`src/rtl/tuner3w_pkg.sv`:
```
`timescale 1ns/1ps
package tuner3w_pkg;
    localparam int BAND_W   = 4;
    localparam int DIV_W    = 15;
    localparam int CTRL_W   = 8;
    localparam int TEST_W   = 3;
    localparam int LEN_SHORT = BAND_W + DIV_W - 1;      // 18
    localparam int LEN_MID   = BAND_W + DIV_W;          // 19
    localparam int LEN_LONG  = BAND_W + DIV_W + CTRL_W; // 27
    localparam int CNT_W     = $clog2(LEN_LONG + 1);
    localparam int SHIFT_W   = DIV_W;                   // enough for every commit window
    localparam int BAND_AT   = BAND_W;                  // bit count at 5th rising edge
    localparam int DIV_AT    = BAND_W + DIV_W;          // bit count at 20th rising edge

    typedef enum logic [2:0] {
        LK_SHORT, LK_18, LK_19, LK_27, LK_BAD
    } len_kind_e;

    typedef struct packed {
        logic              cp_hi;
        logic [TEST_W-1:0] test;
        logic              ratio_a;
        logic              ratio_b;
        logic              tune_off;
    } ctrl_t;

    typedef struct packed {
        logic en_lvl;
        logic en_rise;
        logic en_fall;
        logic clk_rise;
        logic clk_fall;
        logic dat;
    } bus_ev_t;

    function automatic len_kind_e classify_len(input logic [CNT_W-1:0] n);
        if (n < CNT_W'(LEN_SHORT))       return LK_SHORT;
        else if (n == CNT_W'(LEN_SHORT)) return LK_18;
        else if (n == CNT_W'(LEN_MID))   return LK_19;
        else if (n == CNT_W'(LEN_LONG))  return LK_27;
        else                             return LK_BAD;
    endfunction

    function automatic ctrl_t ctrl_from_byte(input logic [CTRL_W-1:0] b);
        ctrl_t c;
        c.cp_hi    = b[7];
        c.test     = b[6:4];
        c.ratio_a  = b[3];
        c.ratio_b  = b[2];
        c.tune_off = b[1];
        return c;
    endfunction

    function automatic ctrl_t ctrl_power_on(input logic rb);
        ctrl_t c;
        c.cp_hi    = 1'b1;
        c.test     = 3'b001;
        c.ratio_a  = 1'b1;
        c.ratio_b  = rb;
        c.tune_off = 1'b1;
        return c;
    endfunction
endpackage

```
`src/rtl/tuner3w_sync.sv`:
```
`timescale 1ns/1ps
module tuner3w_sync
    import tuner3w_pkg::*;
#(
    parameter int STAGES = 2   // at least 2
) (
    input  logic    clk,
    input  logic    rst,
    input  logic    bus_en,
    input  logic    bus_clk,
    input  logic    bus_dat,
    output bus_ev_t ev
);
    localparam int LINES = 3;

    logic [LINES-1:0] raw;
    logic [LINES-1:0] sync_out;
    logic [1:0]       prev;   // [1]=enable, [0]=bus clock

    assign raw = {bus_en, bus_clk, bus_dat};

    for (genvar g = 0; g < LINES; g++) begin : g_line
        logic [STAGES-1:0] chain;
        always_ff @(posedge clk) begin
            if (rst) chain <= '0;
            else     chain <= {chain[STAGES-2:0], raw[g]};
        end
        assign sync_out[g] = chain[STAGES-1];
    end

    always_ff @(posedge clk) begin
        if (rst) prev <= '0;
        else     prev <= sync_out[2:1];
    end

    always_comb begin
        ev.en_lvl   = sync_out[2];
        ev.en_rise  = sync_out[2] & ~prev[1];
        ev.en_fall  = ~sync_out[2] & prev[1];
        ev.clk_rise = sync_out[1] & ~prev[0];
        ev.clk_fall = ~sync_out[1] & prev[0];
        ev.dat      = sync_out[0];
    end
endmodule

```
`src/rtl/tuner3w_shifter.sv`:
```
`timescale 1ns/1ps
module tuner3w_shifter
    import tuner3w_pkg::*;
(
    input  logic               clk,
    input  logic               rst,
    input  logic               en_lvl,
    input  logic               en_rise,
    input  logic               clk_fall,
    input  logic               dat,
    output logic [CNT_W-1:0]   cnt,
    output logic [SHIFT_W-1:0] sh
);
    always_ff @(posedge clk) begin
        if (rst) begin
            cnt <= '0;
            sh  <= '0;
        end else if (en_rise) begin
            cnt <= '0;
        end else if (en_lvl && clk_fall) begin
            sh <= {sh[SHIFT_W-2:0], dat};
            if (cnt != '1) cnt <= cnt + 1'b1;
        end
    end


    idle_hold_chk: assert property (@(posedge clk) disable iff (rst)
        !en_lvl |=> ($stable(sh) && $stable(cnt)));


    cnt_sat_chk: assert property (@(posedge clk) disable iff (rst)
        (cnt == '1) |=> (cnt == '1 || cnt == '0));
endmodule

```
`src/rtl/tuner3w_commit.sv`:
```
`timescale 1ns/1ps
module tuner3w_commit
    import tuner3w_pkg::*;
#(
    parameter bit RATIO_B_INIT = 1'b1
) (
    input  logic               clk,
    input  logic               rst,
    input  logic               en_lvl,
    input  logic               en_fall,
    input  logic               clk_rise,
    input  logic [CNT_W-1:0]   cnt,
    input  logic [SHIFT_W-1:0] sh,
    output logic [BAND_W-1:0]  band,
    output logic [DIV_W-1:0]   divider,
    output ctrl_t              ctrl
);
    len_kind_e kind;
    logic      band_load;
    logic      div_early;

    assign kind      = classify_len(cnt);
    assign band_load = en_lvl && clk_rise && (cnt == CNT_W'(BAND_AT));
    assign div_early = en_lvl && clk_rise && (cnt == CNT_W'(DIV_AT));

    always_ff @(posedge clk) begin
        if (rst) begin
            band    <= '0;
            divider <= '0;
            ctrl    <= ctrl_power_on(RATIO_B_INIT);
        end else begin
            if (band_load) band    <= sh[BAND_W-1:0];
            if (div_early) divider <= sh[DIV_W-1:0];
            if (en_fall) begin
                case (kind)
                    LK_18: begin
                        divider      <= {1'b0, sh[DIV_W-2:0]};
                        ctrl.ratio_a <= 1'b1;
                    end
                    LK_19: begin
                        divider      <= sh[DIV_W-1:0];
                        ctrl.ratio_a <= 1'b0;
                    end
                    LK_27:   ctrl <= ctrl_from_byte(sh[CTRL_W-1:0]);
                    default: ;
                endcase
            end
        end
    end


    band_chg_chk: assert property (@(posedge clk) disable iff (rst)
        (!$past(rst) && band != $past(band)) |->
            $past(clk_rise && en_lvl && cnt == CNT_W'(BAND_AT)));


    div_chg_chk: assert property (@(posedge clk) disable iff (rst)
        (!$past(rst) && divider != $past(divider)) |->
            $past((clk_rise && en_lvl && cnt == CNT_W'(DIV_AT)) ||
                  (en_fall && (cnt == CNT_W'(LEN_SHORT) || cnt == CNT_W'(LEN_MID)))));


    ctrl_hold_chk: assert property (@(posedge clk) disable iff (rst)
        (!$past(rst) && {ctrl.cp_hi, ctrl.test, ctrl.ratio_b, ctrl.tune_off} !=
            $past({ctrl.cp_hi, ctrl.test, ctrl.ratio_b, ctrl.tune_off})) |->
            $past(en_fall && cnt == CNT_W'(LEN_LONG)));


    short_msb_chk: assert property (@(posedge clk) disable iff (rst)
        (en_fall && cnt == CNT_W'(LEN_SHORT)) |=>
            (divider[DIV_W-1] == 1'b0 && ctrl.ratio_a));


    mid_ra_chk: assert property (@(posedge clk) disable iff (rst)
        (en_fall && cnt == CNT_W'(LEN_MID)) |=> !ctrl.ratio_a);
endmodule

```
`src/rtl/tuner3w_ctrl.sv`:
```
`timescale 1ns/1ps
module tuner3w_ctrl
    import tuner3w_pkg::*;
#(
    parameter bit RATIO_B_INIT = 1'b1,
    parameter int SYNC_STAGES  = 2
) (
    input  logic        clk,
    input  logic        rst,
    input  logic        bus_en,
    input  logic        bus_clk,
    input  logic        bus_dat,
    output logic [3:0]  band_sw,
    output logic [14:0] divider,
    output logic        cp_hi,
    output logic [2:0]  test_bits,
    output logic        ratio_a,
    output logic        ratio_b,
    output logic        tune_off
);
    bus_ev_t            ev;
    logic [CNT_W-1:0]   cnt;
    logic [SHIFT_W-1:0] sh;
    ctrl_t              ctrl;

    tuner3w_sync #(.STAGES(SYNC_STAGES)) u_sync (
        .clk     (clk),
        .rst     (rst),
        .bus_en  (bus_en),
        .bus_clk (bus_clk),
        .bus_dat (bus_dat),
        .ev      (ev)
    );

    tuner3w_shifter u_shift (
        .clk      (clk),
        .rst      (rst),
        .en_lvl   (ev.en_lvl),
        .en_rise  (ev.en_rise),
        .clk_fall (ev.clk_fall),
        .dat      (ev.dat),
        .cnt      (cnt),
        .sh       (sh)
    );

    tuner3w_commit #(.RATIO_B_INIT(RATIO_B_INIT)) u_commit (
        .clk      (clk),
        .rst      (rst),
        .en_lvl   (ev.en_lvl),
        .en_fall  (ev.en_fall),
        .clk_rise (ev.clk_rise),
        .cnt      (cnt),
        .sh       (sh),
        .band     (band_sw),
        .divider  (divider),
        .ctrl     (ctrl)
    );

    assign cp_hi     = ctrl.cp_hi;
    assign test_bits = ctrl.test;
    assign ratio_a   = ctrl.ratio_a;
    assign ratio_b   = ctrl.ratio_b;
    assign tune_off  = ctrl.tune_off;
endmodule

```
`config.mk`:
```
export PLATFORM = sky130hd
export DESIGN_NAME = tuner3w_ctrl
export DESIGN_NICKNAME = d
export VERILOG_FILES = /design/src/rtl/tuner3w_pkg.sv /design/src/rtl/tuner3w_sync.sv /design/src/rtl/tuner3w_shifter.sv /design/src/rtl/tuner3w_commit.sv /design/src/rtl/tuner3w_ctrl.sv
export SDC_FILE = /design/constraint.sdc
export NUM_CORES = 1
export LEC_CHECK = 0
export ABC_AREA = 1
export BUFFER_PORTS_ARGS = -buffer_cell sky130_fd_sc_hd__buf_2
export CORE_AREA = 2 2 67 69
export CTS_CLUSTER_DIAMETER = 50
export DETAILED_ROUTE_END_ITERATION = 7
export DIE_AREA = 0 0 69 71
export PLACE_DENSITY_LB_ADDON = 0.08
export SETUP_SLACK_MARGIN = 0.4
export SLEW_MARGIN = 40
export SYNTH_ARGS = -nofsm -noshare
export SYNTH_HDL_FRONTEND = slang
export SYNTH_SLANG_ARGS = --single-unit
```
`constraint.sdc`:
```
create_clock -name clk -period 1.9 [get_ports clk]
set_input_delay 0 -clock clk [delete_from_list [all_inputs] [get_ports clk]]
set_output_delay 0 -clock clk [all_outputs]
set_load 0.05 [all_outputs]
```
### After elaboration in Yosys (flattened, before gate mapping)

Cells that the tools add are included.

* bits in registers: 54
* output and inout port bits: 26
* word-level logic and storage cells: 50

* add/subtract/negate cells: 1
* magnitude comparators: 1
* equal/unequal tests: 8
* mux-type cells: 8
* bitwise gates (word level): 9
* reductions and logical operators: 10

Operators by type and width (count)
* $mux W15: 2
* $pmux W15 S2: 1
* $eq A5 B5 Y1 const B: 3
* $mux W3: 4
* $reduce_and A2 Y1: 4
* $eq A3 B2 Y1 const B: 2
* $add A5 B1 Y5 const B: 1
* $eq A5 B3 Y1 const B: 1
* $lt A5 B5 Y1 const B: 1
* $ne A5 B5 Y1 const B: 1
* $not A1 Y1: 5
* $and A1 B1 Y1: 4
* $logic_and A1 B1 Y1: 4
* $eq A3 B1 Y1 const B: 1
* $pmux W1 S3: 1
* $reduce_bool A3 Y1: 1
* $reduce_or A2 Y1: 1

### Longest topological paths before layout

* depth in word-level cells: 8
* depth in mapped cells: 11

### Hierarchy

Synthesis repeated with hierarchy kept, for this count alone.

* cell total of the unflattened synthesis: 271
* area total of the unflattened synthesis: 2140.8 um^2

By module, submodules not included
* tuner3w_commit: times used 1, cells an instance 136, area each 1066.0 um^2, seq. area each 520.5 um^2
* tuner3w_shifter: times used 1, cells an instance 102, area each 805.8 um^2, seq. area each 400.4 um^2
* tuner3w_sync: times used 1, cells an instance 33, area each 269.0 um^2, seq. area each 160.2 um^2

### Worst setup path before layout

No wires, ideal clock.

* path kind: register -> register
* from: reg u_shift.cnt[1]
* to: reg u_commit.divider[1]
* arrival: 1.399 ns
* setup slack: 0.390 ns
* cell stages (with the launch flop): 12
* clock period less this slack: 1.510 ns
* cell sequence: dfxtp_1 -> ha_1 -> nand2_1 -> nor2_1 -> nand2_1 -> nor2_4 -> nand3_4 -> nand3_2 -> buf_6 -> nand2_1 -> inv_1 -> nor2_1

* cells in the longest elaborated chain, start to end: 8
* elaborated cells between the ends (all ways): 14
* classes of those cells: order compare: 1; eq/ne: 5; mux: 7; reduce/logical: 1

Ends and longest elaborated chain
* from (decl): line tuner3w_shifter.sv:11 `output logic [CNT_W-1:0] cnt,`
* from (signal assigned): line tuner3w_shifter.sv:22 `if (cnt != '1) cnt <= cnt + 1'b1;`
* $eq A5 B5 Y1: line tuner3w_pkg.sv:40 `else if (n == CNT_W'(LEN_LONG)) return LK_27;`
* $mux W3: line tuner3w_pkg.sv:40
* $mux W3: line tuner3w_pkg.sv:39 `else if (n == CNT_W'(LEN_MID)) return LK_19;`
* $mux W3: line tuner3w_pkg.sv:38 `else if (n == CNT_W'(LEN_SHORT)) return LK_18;`
* $mux W3: line tuner3w_pkg.sv:37 `if (n < CNT_W'(LEN_SHORT)) return LK_SHORT;`
* $eq A3 B2 Y1 / $eq A3 B1 Y1 (equally long branches): line tuner3w_commit.sv:35 `case (kind)`
* $pmux W15 S2: line tuner3w_commit.sv:35
* $mux W15 *: line tuner3w_commit.sv:34 `if (en_fall) begin`
* to (signal assigned): line tuner3w_commit.sv:33 `if (div_early) divider <= sh[DIV_W-1:0];`
* to (signal assigned): line tuner3w_commit.sv:37 `divider <= {1'b0, sh[DIV_W-2:0]};`
* to (signal assigned): line tuner3w_commit.sv:41 `divider <= sh[DIV_W-1:0];`
* to (decl): line tuner3w_commit.sv:15 `output logic [DIV_W-1:0] divider,`

Every way passes the cells marked *; elsewhere a longest branch is shown, timed or not.
A chain may end at the register's enable or synchronous reset.

### Worst setup path in the final report

* from: reg u_shift.cnt[1]
* to: reg u_commit.divider[11]

Same word-level chain as after synthesis.

==> impl_metrics.ini <==
[outcome]
status = completed

[synth]
syn_nets = 319
netlist_area_sq_um = 2250
netlist_instances = 310
synth_seq_cells = 54
yosys.area.top_type = dfxtp_1
yosysSeqAreaShare_pct = 48.0
synthDistinctLibCells = 20
yosysWarnings = 0
synthTopCellsByArea = dfxtp_1 48%, inv_1 9.0%, nand2_1 8.2%
synth_top_area_share_pct = 48.0
syn_avg_cell_area_sq_um = 7.27

[worst_setup_path]
critPathRequiredTime_ns = 2.11
crit_chain = buf_12 > ha_4 > nand3_2 > nand2_2 > nor2_4 > nand3_4 > buf_4 > nand3_4 > nand2_1 > inv_2 > nor2_1
cpMostUsedCell = nand3_4
critPathKind = register to register
critPathBufInv = 3
startpoint_type = register
arrival_ns = 1.74
worst_path_max_delay_cell = dfxtp_4
worstSetupEndpointType = register
path_delay_family = simple AND/OR/NAND/NOR gates
cp_max_fo = 7
cp_slowest_stage_delay_ns = 0.37

[clock_network]
clock_path_buffers = 2
cts_buffers = 5
clkSinkCount = 54
cts_tree = built
clk-insertion-delay-late_ns = 0.30
clk_pin_slew_worst_paths_ns = 0.09
cts-root-buf = clkbuf_8
cts.htree.levels = 2

[sta]
fin_crit_ns = 1.53
fin_crit_sh_pct = 80.3
tightest_slew_ns = 0.383
hold_viol = 0
relSlewSlack_pct = 74.4
finalSetupViolCount = 0
skew_ns = 0.00642
rsz0062_at_grt = yes
layout_setup_ws_ns = 0.374
drv_slew = 0
max_freq_mhz = 655
fin_tns_setup_ns = 0

[floorplanning]
rows = 24
initial_core_util_pct = 53.6
ios = 31
die_area_sq_um = 4900
fp.coreArea_sq_um = 4200
die_height_um = 71
fp.dieW_um = 69

[routing]
drcViolationCount = 0
drtAntennaViolNets = 0
drt-total-wl_mm = 4.88
vias = 2014
avgRoutedWirePerCell_um = 12.0
drtPass1Iterations = 4
drt_iter0_drc = 118
viasPerCell = 4.94

[cells_and_area]
syn2layout_area_growth_pct = 28.9
num_antenna_cells = 0
postLayoutCoreUtil_pct = 69.0
drive_gt1_share_pct = 26.4
final_nets = 364

[global_route]
grt_pass1_wl_mm = 8.44
grt_pass1_vias = 1938
antenna_found_initial = 0
grt_usage_pct = 21.0
grt_start_max_net_pins = 31
grt-ovfl-total = 0

[power_and_ir_drop]
ir_drop_v = 0.000447
finalPower_mw = 1.96
powerDensity_nw_per_um2 = 675
power.leakage_nw = 1.44

[placement]
portBuffers = 30
dp_hpwl_mm = 3.07
gp_congestion = 0.860
post-place-ws_ns = 0.158

[min_path]
hold_class = input pin to register

[job]
maxCapViolations = 0
==> power by group <==
group / leakage [nW] / switching [mW] / internal (mW) / total (mW)
Clock: 0.0504 / 0.375 / 0.392 / 0.767
Combinational: 0.951 / 0.0325 / 0.0205 / 0.0530
Sequential: 0.440 / 0.00411 / 1.14 / 1.14
==> cells in the final DEF, fill, tap and decap left out, types with 2 or more instances in the layout <==
cell,n
nand2_4,2
dlygate4sd3_1,3
nand2_2,7
buf_2,30
a21oi_1,27
nand3_2,5
o21ai_0,26
buf_6,3
ha_4,2
inv_2,9
dfxtp_4,2
nand3_4,3
buf_12,3
nand4_1,4
dfxtp_2,3
nor2_4,3
inv_1,47
nand2_1,42
clkbuf_8,5
clkinvlp_4,2
nand3_1,17
dfxtp_1,49
nor2_1,41
buf_4,8
o211ai_1,4
==> synthesized netlist by cell type (all sizes together) <==
| library cell | number |
|---|---|
| ha | 4 |
| buf | 4 |
| o211ai | 4 |
| inv | 56 |
| dfxtp | 54 |
| nand4 | 4 |
| nand3 | 24 |
| nor3 | 2 |
| clkbuf | 8 |
| o21ai | 27 |
| nor2 | 45 |
| nand2 | 51 |
| a21oi | 27 |
==> flip-flops by register name, indices dropped and copies added (netlist names) <==
| signal | cells |
|---|---|
| u_sync.g_line.chain | 6 |
| u_shift.sh | 15 |
| u_sync.prev | 2 |
| u_commit.ctrl | 7 |
| u_shift.cnt | 5 |
| u_commit.divider | 15 |
| u_commit.band | 4 |
==> per-stage QoR <==
step / area [sq um] / hold WS, ns / instances
floorplan: 2260 / 0.107 / 310
global placement: 2450 / 0.198 / 384
detailed placement: 2450 / 0.208 / 384
CTS: 2810 / 0.00149 / 404
global route: 2900 / 0.00539 / 408
finish: 2900 / 0.00397 / 408
==> worst paths after layout <==
| path | from | endpoint | slack, ns | depth (start not counted) |
|---|---|---|---|---|
| worst max register to register | u_shift.cnt[1] | u_commit.divider[11] | 0.37 | 11 |
| worst max-delay path | u_shift.cnt[1] | u_commit.divider[11] | 0.37 | 11 |
| worst min register to register | u_sync.g_line[2].chain[0] | u_sync.g_line[2].chain[1] | 0.40 | 2 |
| worst min-delay path | rst | u_commit.divider[14] | 0.004 | 2 |
==> timing repair <==
| action | CTS | global route |
|---|---|---|
| buffers inserted | 7 | 3 |
| endpoints found under the hold margin | 3 | 0 |
| cloned | 2 | 1 |
| endpoints found under the setup margin | 24 | 40 |
| gates resized for setup | 25 | 22 |
| hold buffers | 3 | 0 |
| pin swaps | 8 | 13 |
==> cell families after synthesis <==
| logic type | synth area share, % |
|---|---|
| AND/OR/NAND/NOR | 24.2 |
| buffers and inverters | 12.2 |
| adder cells (fa/ha/maj) | 2.22 |
| flip-flops | 48.0 |
| AO/OA/AOI/OAI | 13.3 |
==> routing by layer <==
layer,global-route usage [%],wire (um)
met2,33.1,2210
met3,5.27,257
met4,8.93,74
met5,0,0
met1,27.4,2340
==> layout make-up <==
type                    count  area, sq um
flip-flops and latches     54         1090
multi-input cells         190         1050
fillers                   353         1300
repair buffers             48          367
clock inverters             3         45.0
inverters                  56          210
well taps                  52         65.1
clock buffers               5         68.8
No activity file was read; power rests on OpenSTA's default activity.
